`src/rtl/fdiv_pkg.sv`:
```
package fdiv_pkg;

    localparam int REG_W    = 32;
    localparam int FIELD_W  = 12;

    // divide word layout
    localparam int LEN_A_LSB  = 0;
    localparam int LEN_B_LSB  = 12;
    localparam int DUAL_BIT   = 28;
    localparam int OGATE_BIT  = 30;
    localparam int IGATE_BIT  = 31;

    // repeat word layout
    localparam int REP_A_LSB  = 0;
    localparam int REP_B_LSB  = 12;
    localparam int BYPASS_BIT = 24;

    typedef logic [FIELD_W-1:0] field_t;

    typedef enum logic {
        PH_A = 1'b0,
        PH_B = 1'b1
    } phase_e;

    typedef struct packed {
        field_t len_a;
        field_t len_b;
        field_t rep_a;
        field_t rep_b;
        logic   dual;
    } div_cfg_t;

    typedef struct packed {
        logic in_en;
        logic out_en;
        logic bypass;
    } gate_ctl_t;

    // number of high cycles for a period whose length field is fld:
    // floor((fld+1)/2)
    function automatic field_t high_len(input field_t fld);
        logic [FIELD_W:0] s;
        s = {1'b0, fld} + 1'b1;
        return s[FIELD_W:1];
    endfunction

endpackage

```
`src/rtl/fdiv_cfg_decode.sv`:
```
module fdiv_cfg_decode
    import fdiv_pkg::*;
(
    input  logic [REG_W-1:0] div_word,
    input  logic [REG_W-1:0] rep_word,
    output div_cfg_t         cfg,
    output gate_ctl_t        gates
);

    always_comb begin
        cfg.len_a  = div_word[LEN_A_LSB +: FIELD_W];
        cfg.len_b  = div_word[LEN_B_LSB +: FIELD_W];
        cfg.dual   = div_word[DUAL_BIT];
        cfg.rep_a  = rep_word[REP_A_LSB +: FIELD_W];
        cfg.rep_b  = rep_word[REP_B_LSB +: FIELD_W];
        gates.in_en  = div_word[IGATE_BIT];
        gates.out_en = div_word[OGATE_BIT];
        gates.bypass = rep_word[BYPASS_BIT];
    end

    logic unused_cfg_bits;
    assign unused_cfg_bits = ^{div_word[27:24], div_word[29], rep_word[31:25]};

endmodule

```
`src/rtl/fdiv_seq.sv`:
```
module fdiv_seq
    import fdiv_pkg::*;
(
    input  logic     clk,
    input  logic     rst,
    input  logic     in_en,
    input  logic     period_end,
    input  div_cfg_t live_cfg,
    output field_t   cur_len
);

    div_cfg_t sh;
    phase_e   phase;
    field_t   rep;
    logic     last_rep;
    logic     wrap;

    always_comb begin
        cur_len  = (phase == PH_B) ? sh.len_b : sh.len_a;
        last_rep = (rep == ((phase == PH_B) ? sh.rep_b : sh.rep_a));
        wrap     = period_end && (!sh.dual || (phase == PH_B && last_rep));
    end

    always_ff @(posedge clk) begin
        if (rst) begin
            sh    <= '0;
            phase <= PH_A;
            rep   <= '0;
        end else if (!in_en) begin
            sh    <= live_cfg;
            phase <= PH_A;
            rep   <= '0;
        end else if (period_end) begin
            if (wrap) begin
                sh    <= live_cfg;
                phase <= PH_A;
                rep   <= '0;
            end else if (last_rep) begin
                phase <= PH_B;
                rep   <= '0;
            end else begin
                rep   <= rep + 1'b1;
            end
        end
    end

    // second phase is reachable only with dual mode latched
    p_second_needs_dual_r3: assert property (@(posedge clk) disable iff (rst)
        (phase == PH_B) |-> sh.dual);

    // repeat counter never passes the count of its phase
    p_rep_range_r3: assert property (@(posedge clk) disable iff (rst)
        rep <= ((phase == PH_B) ? sh.rep_b : sh.rep_a));

    // closed input gate returns the sequencer to the first phase
    p_restart_r6: assert property (@(posedge clk) disable iff (rst)
        !in_en |=> (phase == PH_A && rep == '0));

    // latched configuration only moves at a pattern boundary
    p_cfg_steady_r9: assert property (@(posedge clk) disable iff (rst)
        (in_en && !wrap) |=> $stable(sh));

endmodule

```
`src/rtl/fdiv_period_ctr.sv`:
```
module fdiv_period_ctr
    import fdiv_pkg::*;
(
    input  logic   clk,
    input  logic   rst,
    input  logic   in_en,
    input  field_t cur_len,
    output logic   period_end,
    output logic   hi
);

    field_t cnt;

    always_comb begin
        period_end = in_en && (cnt == cur_len);
        hi         = in_en && (cnt < high_len(cur_len));
    end

    always_ff @(posedge clk) begin
        if (rst || !in_en || period_end) begin
            cnt <= '0;
        end else begin
            cnt <= cnt + 1'b1;
        end
    end

    // counter stays inside the programmed length
    p_cnt_range_r1: assert property (@(posedge clk) disable iff (rst)
        cnt <= cur_len);

    // counter frozen at zero while the input gate is closed
    p_hold_gated_r6: assert property (@(posedge clk) disable iff (rst)
        !in_en |=> (cnt == '0));

endmodule

```
`src/rtl/fdiv_out_stage.sv`:
```
module fdiv_out_stage (
    input  logic clk,
    input  logic rst,
    input  logic out_en,
    input  logic bypass,
    input  logic period_end,
    input  logic hi,
    output logic clk_out
);

    logic out_open;
    logic q;

    always_ff @(posedge clk) begin
        if (rst) begin
            out_open <= 1'b0;
            q        <= 1'b0;
        end else begin
            out_open <= out_en && (out_open || period_end);
            q        <= hi && out_open;
        end
    end

    assign clk_out = bypass ? clk : q;

    // cleared output gate closes the stage on the next edge
    p_close_r7: assert property (@(posedge clk) disable iff (rst)
        !out_en |=> !out_open);

    // a closed stage holds the divided output low
    p_low_closed_r7: assert property (@(posedge clk) disable iff (rst)
        !out_open |=> !q);

    // the stage opens only as a period ends
    p_open_boundary_r8: assert property (@(posedge clk) disable iff (rst)
        $rose(out_open) |-> $past(period_end));

    // reset drives the divided output low
    p_reset_low_r10: assert property (@(posedge clk)
        rst |=> !q);

endmodule

```
`src/rtl/frac_clk_div.sv`:
```
module frac_clk_div
    import fdiv_pkg::*;
(
    input  logic        ref_clk,
    input  logic        rst,
    input  logic [31:0] cfg_div,
    input  logic [31:0] cfg_rep,
    output logic        clk_out
);

    div_cfg_t  live_cfg;
    gate_ctl_t gates;
    field_t    cur_len;
    logic      period_end;
    logic      hi;

    fdiv_cfg_decode u_decode (
        .div_word (cfg_div),
        .rep_word (cfg_rep),
        .cfg      (live_cfg),
        .gates    (gates)
    );

    fdiv_seq u_seq (
        .clk        (ref_clk),
        .rst        (rst),
        .in_en      (gates.in_en),
        .period_end (period_end),
        .live_cfg   (live_cfg),
        .cur_len    (cur_len)
    );

    fdiv_period_ctr u_ctr (
        .clk        (ref_clk),
        .rst        (rst),
        .in_en      (gates.in_en),
        .cur_len    (cur_len),
        .period_end (period_end),
        .hi         (hi)
    );

    fdiv_out_stage u_out (
        .clk        (ref_clk),
        .rst        (rst),
        .out_en     (gates.out_en),
        .bypass     (gates.bypass),
        .period_end (period_end),
        .hi         (hi),
        .clk_out    (clk_out)
    );

endmodule

```
`config.mk`:
```
export PLATFORM = sky130hd
export DESIGN_NAME = frac_clk_div
export DESIGN_NICKNAME = d
export VERILOG_FILES = /design/src/rtl/fdiv_pkg.sv /design/src/rtl/fdiv_cfg_decode.sv /design/src/rtl/fdiv_seq.sv /design/src/rtl/fdiv_period_ctr.sv /design/src/rtl/fdiv_out_stage.sv /design/src/rtl/frac_clk_div.sv
export SDC_FILE = /design/constraint.sdc
export NUM_CORES = 1
export LEC_CHECK = 0
export ABC_CLOCK_PERIOD_IN_PS = 3600
export CAP_MARGIN = 10
export CORE_AREA = 2 2 65 128
export CTS_CLUSTER_SIZE = 25
export DETAILED_ROUTE_END_ITERATION = 8
export DIE_AREA = 0 0 67 130
export PLACE_DENSITY_LB_ADDON = 0.05
export SKIP_CTS_REPAIR_TIMING = 1
export SLEW_MARGIN = 20
export SYNTH_ARGS = -nofsm -noshare
export SYNTH_HDL_FRONTEND = slang
export SYNTH_SLANG_ARGS = --single-unit
```
`constraint.sdc`:
```
create_clock -name ref_clk -period 3.6 [get_ports ref_clk]
set_clock_uncertainty 0.05 [all_clocks]
set_input_delay 0.54 -clock ref_clk [delete_from_list [all_inputs] [get_ports ref_clk]]
set_output_delay 0.54 -clock ref_clk [all_outputs]
set_load 0.02 [all_outputs]
```
==> results of run 1 <==
[routing by layer]
metal	track usage (%)	vias to the layer above	wire length [microns]
li1	-	1608	-
met1	29.3	1472	4070
met2	33.0	65	4090
met3	5.78	15	379
met4	10.6	0	214
met5	0	-	0
[power by group]
part,internal (mW),leakage [nW],total (mW),switching [mW]
sequential,0.883,0.623,0.910,0.0269
combinational,0.155,1.20,0.291,0.136
clock,0.694,0.179,1.08,0.389
total,1.73,2.00,2.28,0.551
[final cells by class]
| cell class | count | area share [%] |
|---|---|---|
| Multi-Input combinational cell | 332 | 46.6 |
| Sequential cell | 76 | 30.5 |
| Tap cell | 96 | 2.41 |
| Clock buffer | 13 | 6.22 |
| Clock inverter | 7 | 1.55 |
| Inverter | 8 | 0.602 |
| Timing Repair Buffer | 61 | 12.1 |
[sequential cells by signal, indices dropped and copies added (netlist names)]
signal          count
u_out.out_open      1
u_seq.rep          12
u_seq.phase         1
u_out.q             1
u_seq.sh           49
u_ctr.cnt          12
[stage by stage]
stage | setup WS [ns] | util, %
floorplan | 0.822 | -
global placement | 0.435 | 58.9
detailed placement | 0.404 | 58.9
CTS | 0.174 | 63.7
global route | 0.0598 | 63.7
finish | 0.180 | 63.7
[critical path, stage by stage]
cell	delay, ns
clkbuf_16	0.12
clkbuf_16	0.13
mux2_2	0.25
clkdlybuf4s50_1	0.53
[cells by family (layout without fill, tap and decap cells)]
kind of cell / after synthesis / after routing / share of synthesized area [%]
AND/OR/NAND/NOR: 157 / 157 / 18.8
flip-flops: 76 / 76 / 38.1
multiplexers: 74 / 74 / 18.8
XOR/XNOR: 44 / 44 / 9.65
AO/OA/AOI/OAI: 42 / 42 / 6.14
buffers and inverters: 28 / 89 / 3.85
adder cells (fa/ha/maj): 15 / 15 / 4.70
[synth_stat cells (5+ instances only)]
cell type	number	area (sq um)
nor2_1	78	293
dfxtp_1	76	1520
mux2i_1	71	711
xnor2_1	34	298
a21oi_1	18	90.1
nand2_1	18	67.6
ha_1	15	188
nand3_1	15	75.1
clkbuf_1	12	45.0
o21ai_0	12	60.1
and3_1	10	62.6
xor2_1	10	87.6
inv_1	8	30.0
nand3b_1	6	45.0
a21o_1	5	37.5
buf_6	5	56.3
nand2b_1	5	31.3
nor2b_1	5	31.3
[placed cells by master (no fill, tap or decap), types with 15 or more instances in the layout]
master	instances
nor2_1	78
dfxtp_1	76
mux2i_1	71
clkdlybuf4s50_1	54
xnor2_1	34
a21oi_1	18
nand2_1	18
nand3_1	15
ha_1	15
[worst paths after layout]
path / start / end / slack (ns) / cells after the start
worst min register to register: u_seq.sh[17] / u_seq.sh[17] / 0.44 / 2
worst max-delay path: ref_clk / clk_out / 0.18 / 4
worst min-delay path: u_seq.sh[17] / u_seq.sh[17] / 0.44 / 2
worst max register to register: u_seq.phase / u_out.q / 0.39 / 14
==> metrics.md, run 1 <==
| Metric | Value |
|---|---|
| Multi-input logic area | 0.00233 sq mm |
| Worst EP arrival | 2.83 ns |
| Power Total | 2.28 mW |
| Clk_lat worst skew | 0.45 ns |
| Sequential element share of the synthesized area | 38.1% |
| Number of max-cap violations | 0 |
| Final setup viols | 0 |
| Max Slew Vio Count | 0 |
| Register area | 0.00152 sq mm |
| Post-Synthesis Cell Area | 0.00400 sq mm |
| N_diodes | 0 |
| Row cnt | 46 |
| FILL cells | 689 |
| Overall Global Routing Usage | 22.1% |
| Initial DRC Count | 109 |
| Outcome | finished, final reports clean |
| Synth warn | 0 |
| I/O pin total | 67 |
| Share of layout cells above drive strength 1 | 7.04% |
| Crit path max fanout | 2 |
| Startpoint types | clock port |
| Die Width | 67 microns |
| Final TNS setup | 0 ns |
| Placed cell count | 574 |
| CTS clk-pin slew, worst paths | 0.06 ns |
| Initial core utilization | 51.0% |
| Via density | 5.33 |
| Area of the die | 0.00871 sq mm |
| Antenna violations before repair | 0 |
| DR pass1 iterations | 4 |
| Flops & latches, synth | 76 |
| VDD IR max | 0.000303 V |
| Die H | 130 microns |
| RSZ-0062 raised after global routing | false |
| RD Place Congestion | 0.806 |
| Crit path kind | clock port to primary output |
| HP Class | flip-flop to flip-flop |
| Cell area after layout | 0.00499 sq mm |
| Async SR Flop Fraction | 0% |
| Routed wire length | 8750 microns |
| Grt ovf | 0 |
| Synth Flop Type | dfxtp_1 |
| Gate Count Post-Synth | 436 |
| Residual DRC count | 0 |
| Lkg Pwr | 2.00 nW |
| Syn Area/Cell | 9.16 sq um |
| Area added between synthesis and finish | 24.9% |
| Library cells used by synthesis | 38 |
| Vias in the first global route | 3165 |
| Syn Nets | 517 |
| Max_slew headroom | 61.4% |
| Power Dens Cells | 458 mW/mm^2 |
| PortBufs | 54 |
| Hold WS | 0.442 ns |
| Post-synth EDFFs | 0 |
| Crit end category | primary output |
| Placed instance area | 0.00461 sq mm |
| CP required | 3.01 ns |
| CTS tree | done |
| Nets | 573 |
| Core area | 0.00783 sq mm |
| Fin cells | 593 |
| Largest net degree at the start of global routing | 52 |
| Antenna-violating nets left | 0 |
| Slew at the pin closest to its max-slew limit | 0.565 ns |
| DR vias | 3160 |
| First-pass GRT wire length | 14600 microns |
| Hpwl dp | 6460 microns |
| Hold Fails Final Rpt | 0 |
| Per-cell routed wire length | 14.7 microns |
No activity file was read; power rests on OpenSTA's default activity.
==> run 2, diff against run 1 <==
- GPL_TIMING_DRIVEN: default -> 0
- SLEW_MARGIN: 20 -> 30
==> run 2 against run 1 <==
Sequential share of layout area fell by 0.43 points. Global-route usage is 0.20 points higher. Largest power group unchanged. Count of clock-buffer cells in the layout unchanged. Critical path type unchanged. Critical path depth unchanged. Non-clock buffer count increased by 10. Via count shrank 1.6%. Combinational power barely moved. First-iteration DRC count increased by 40%. Register-to-register slack hardly changed.
==> metrics.md, run 2 (synthesis gave the netlist of run 1 again) <==
| Metric | Value |
|---|---|
| HP Class | flip-flop to flip-flop |
| Clk_lat worst skew | 0.44 ns (about the same) |
| Per-cell routed wire length | 14.6 microns (-1.1%) |
| DR vias | 3108 (-1.6%) |
| Hpwl dp | 6610 microns (+2.4%) |
| CP required | 3.01 ns (about the same) |
| Antenna-violating nets left | 0 (unchanged) |
| Setup slack, reg-to-reg | 0.38 ns (about the same) |
| Antenna violations before repair | 0 (unchanged) |
| Via density | 5.15 (-3.3%) |
| FILL cells | 698 (+1.3%) |
| Share of layout cells above drive strength 1 | 7.10% (+0.058 points) |
| Lkg Pwr | 2.04 nW (+1.9%) |
| Critical path's slowest cell | clkdlybuf4s50_1 |
| Die H | 130 microns (unchanged) |
| RD Place Congestion | 0.840 (+4.3%) |
| Number of max-cap violations | 0 (unchanged) |
| Levels on crit path | 4 (unchanged) |
| CP peak stage delay | 0.53 ns (about the same) |
| CTS clk-pin slew, worst paths | 0.06 ns (about the same) |
| Commonest non-fill, non-tap cell in the layout | nor2_1 |
| Grt ovf | 0 (unchanged) |
| RR Startpoint | u_seq.phase |
| Share of the core filled with cells | 64.7% (+0.91 points) |
| Hold WS | 0.444 ns (+0.00140 ns) |
| WP buf/inv | 3 (unchanged) |
| Outcome | finished, final reports clean |
| Hold Fails Final Rpt | 0 (unchanged) |
| Register area | 0.00152 sq mm (unchanged) |
| Die Width | 67 microns (unchanged) |
| Met3 routed wirelength | 353 microns (-6.9%) |
| CP Launch Point | ref_clk |
| Delay-heaviest family, CP | buffers and inverters |
| Crit path max fanout | 2 (unchanged) |
| PortBufs | 53 (-1.9%) |
| Critical Path, Cell by Cell | clkbuf_16, clkbuf_16, mux2_2, clkdlybuf4s50_1 |
| Most flop-heavy register | u_seq.sh |
| Top routing layer in use | met4 |
| CTS tree | done |
| Max_slew headroom | 55.9% (-5.5 points) |
| Max FFs per register | 49 (unchanged) |
| N_diodes | 0 (unchanged) |
| Power Total | 2.41 mW (+5.7%) |
| Max Slew Vio Count | 0 (unchanged) |
| Crit path to | clk_out |
| DR pass1 iterations | 4 (unchanged) |
| First-pass GRT wire length | 14500 microns (-0.94%) |
| RSZ-0062 raised after global routing | false |
| Reg2Reg Capture Point | u_out.q |
| Worst-case reg-to-reg path depth | 16 (+2) |
| Overall Global Routing Usage | 22.3% (+0.20 points) |
| Crit path kind | clock port to primary output |
| Row cnt | 46 (unchanged) |
| Worst EP arrival | 2.83 ns (about the same) |
| Final TNS setup | 0 ns (unchanged) |
| Largest regs | u_seq.sh (49), u_ctr.cnt (12), u_seq.rep (12) |
| Vias in the first global route | 3055 (-3.5%) |
| Most frequent cells in the layout | nor2_1, dfxtp_1, mux2i_1, clkdlybuf4s50_1, xnor2_1 |
| Core area | 0.00783 sq mm (unchanged) |
| I/O pin total | 67 (unchanged) |
| Area of the die | 0.00871 sq mm (unchanged) |
| Startpoint types | clock port |
| Residual DRC count | 0 (unchanged) |
| VDD IR max | 0.000326 V (+7.3%) |
| Crit end category | primary output |
| Met2 WL post-DR | 4120 microns (+0.73%) |
| Area added between synthesis and finish | 26.7% |
| Nets | 583 (+1.7%) |
| Slew at the pin closest to its max-slew limit | 0.645 ns (+0.0802 ns) |
| Initial core utilization | 51.0% (unchanged) |
| Initial DRC Count | 153 (+40%) |
| Critical Path Most Common Cell | clkbuf_16 |
| Multi-input logic area | 0.00232 sq mm (-0.16%) |
| Largest net degree at the start of global routing | 14 (-73%) |
| Routed wire length | 8800 microns (+0.59%) |
| Final setup viols | 0 (unchanged) |
| Metal-1 WL | 4230 microns (+4.0%) |
| Power Dens Cells | 477 mW/mm^2 (+4.2%) |
-- run 2: cell types whose count changed in the layout (fill, tap and decap cells not counted), moves of 2 or more --
cell        previous run  this run
clkinv_2               0         2
clkbuf_1               0        11
buf_6                  0         5
clkinvlp_4             4         2
clkinv_4               2         0
bufinv_16              1         3
buf_4                  7         3
-- run 2: cell type report --
| class | instances | share of cell area (%) |
|---|---|---|
| multi-input combinational | 332 | 45.9 |
| timing repair buffer | 52 | 10.3 |
| sequential | 76 | 30.1 |
| clock inverter | 7 | 2.27 |
| clock buffer | 13 | 6.13 |
| buffer | 19 | 2.37 |
| inverter | 8 | 0.593 |
| tap | 96 | 2.37 |
-- run 2: layer usage --
metal / vias to the layer above / GRT usage [%]
met5: - / 0
met4: 0 / 11.0
met3: 7 / 4.91
met2: 64 / 34.0
met1: 1409 / 29.3
li1: 1628 / -
-- run 2: worst min-delay path by stage --
stage / slack [ns] / from / end / depth (start not counted)
floorplan: 0.40 / u_ctr.cnt[0] / u_ctr.cnt[0] / 1
global placement: 0.42 / u_seq.sh[13] / u_seq.sh[13] / 2
detailed placement: 0.43 / u_seq.sh[13] / u_seq.sh[13] / 2
CTS: 0.45 / u_seq.sh[13] / u_seq.sh[13] / 2
global route: 0.46 / u_seq.sh[24] / u_seq.sh[24] / 2
finish: 0.44 / u_seq.sh[11] / u_seq.sh[11] / 2
-- run 2: power breakdown --
group          leakage [nW]  switching, mW  internal, mW  total (mW)
sequential            0.623         0.0277         0.883       0.911
combinational          1.21          0.137         0.157       0.294
clock                 0.207          0.380         0.830        1.21
-- run 2: worst reg2reg max path, delay by kind of cell (launching register included) --
kind / cells / cell delay [ns]
AO/OA/AOI/OAI: 6 / 0.98
buffers and inverters: 2 / 0.35
flip-flops: 1 / 0.32
AND/OR/NAND/NOR: 5 / 0.63
XOR/XNOR: 1 / 0.15
adder cells (fa/ha/maj): 1 / 0.26
multiplexers: 1 / 0.41
-- run 2: per-stage QoR --
step | instance area (sq um) | setup slack, ns | std cells
after detailed placement | 4650 | 0.176 | 585
after floorplan | 4000 | 0.822 | 436
after CTS | 5060 | 0.128 | 604
final | 5060 | 0.179 | 603
after global placement | 4650 | 0.217 | 585
after global routing | 5060 | 0.123 | 603
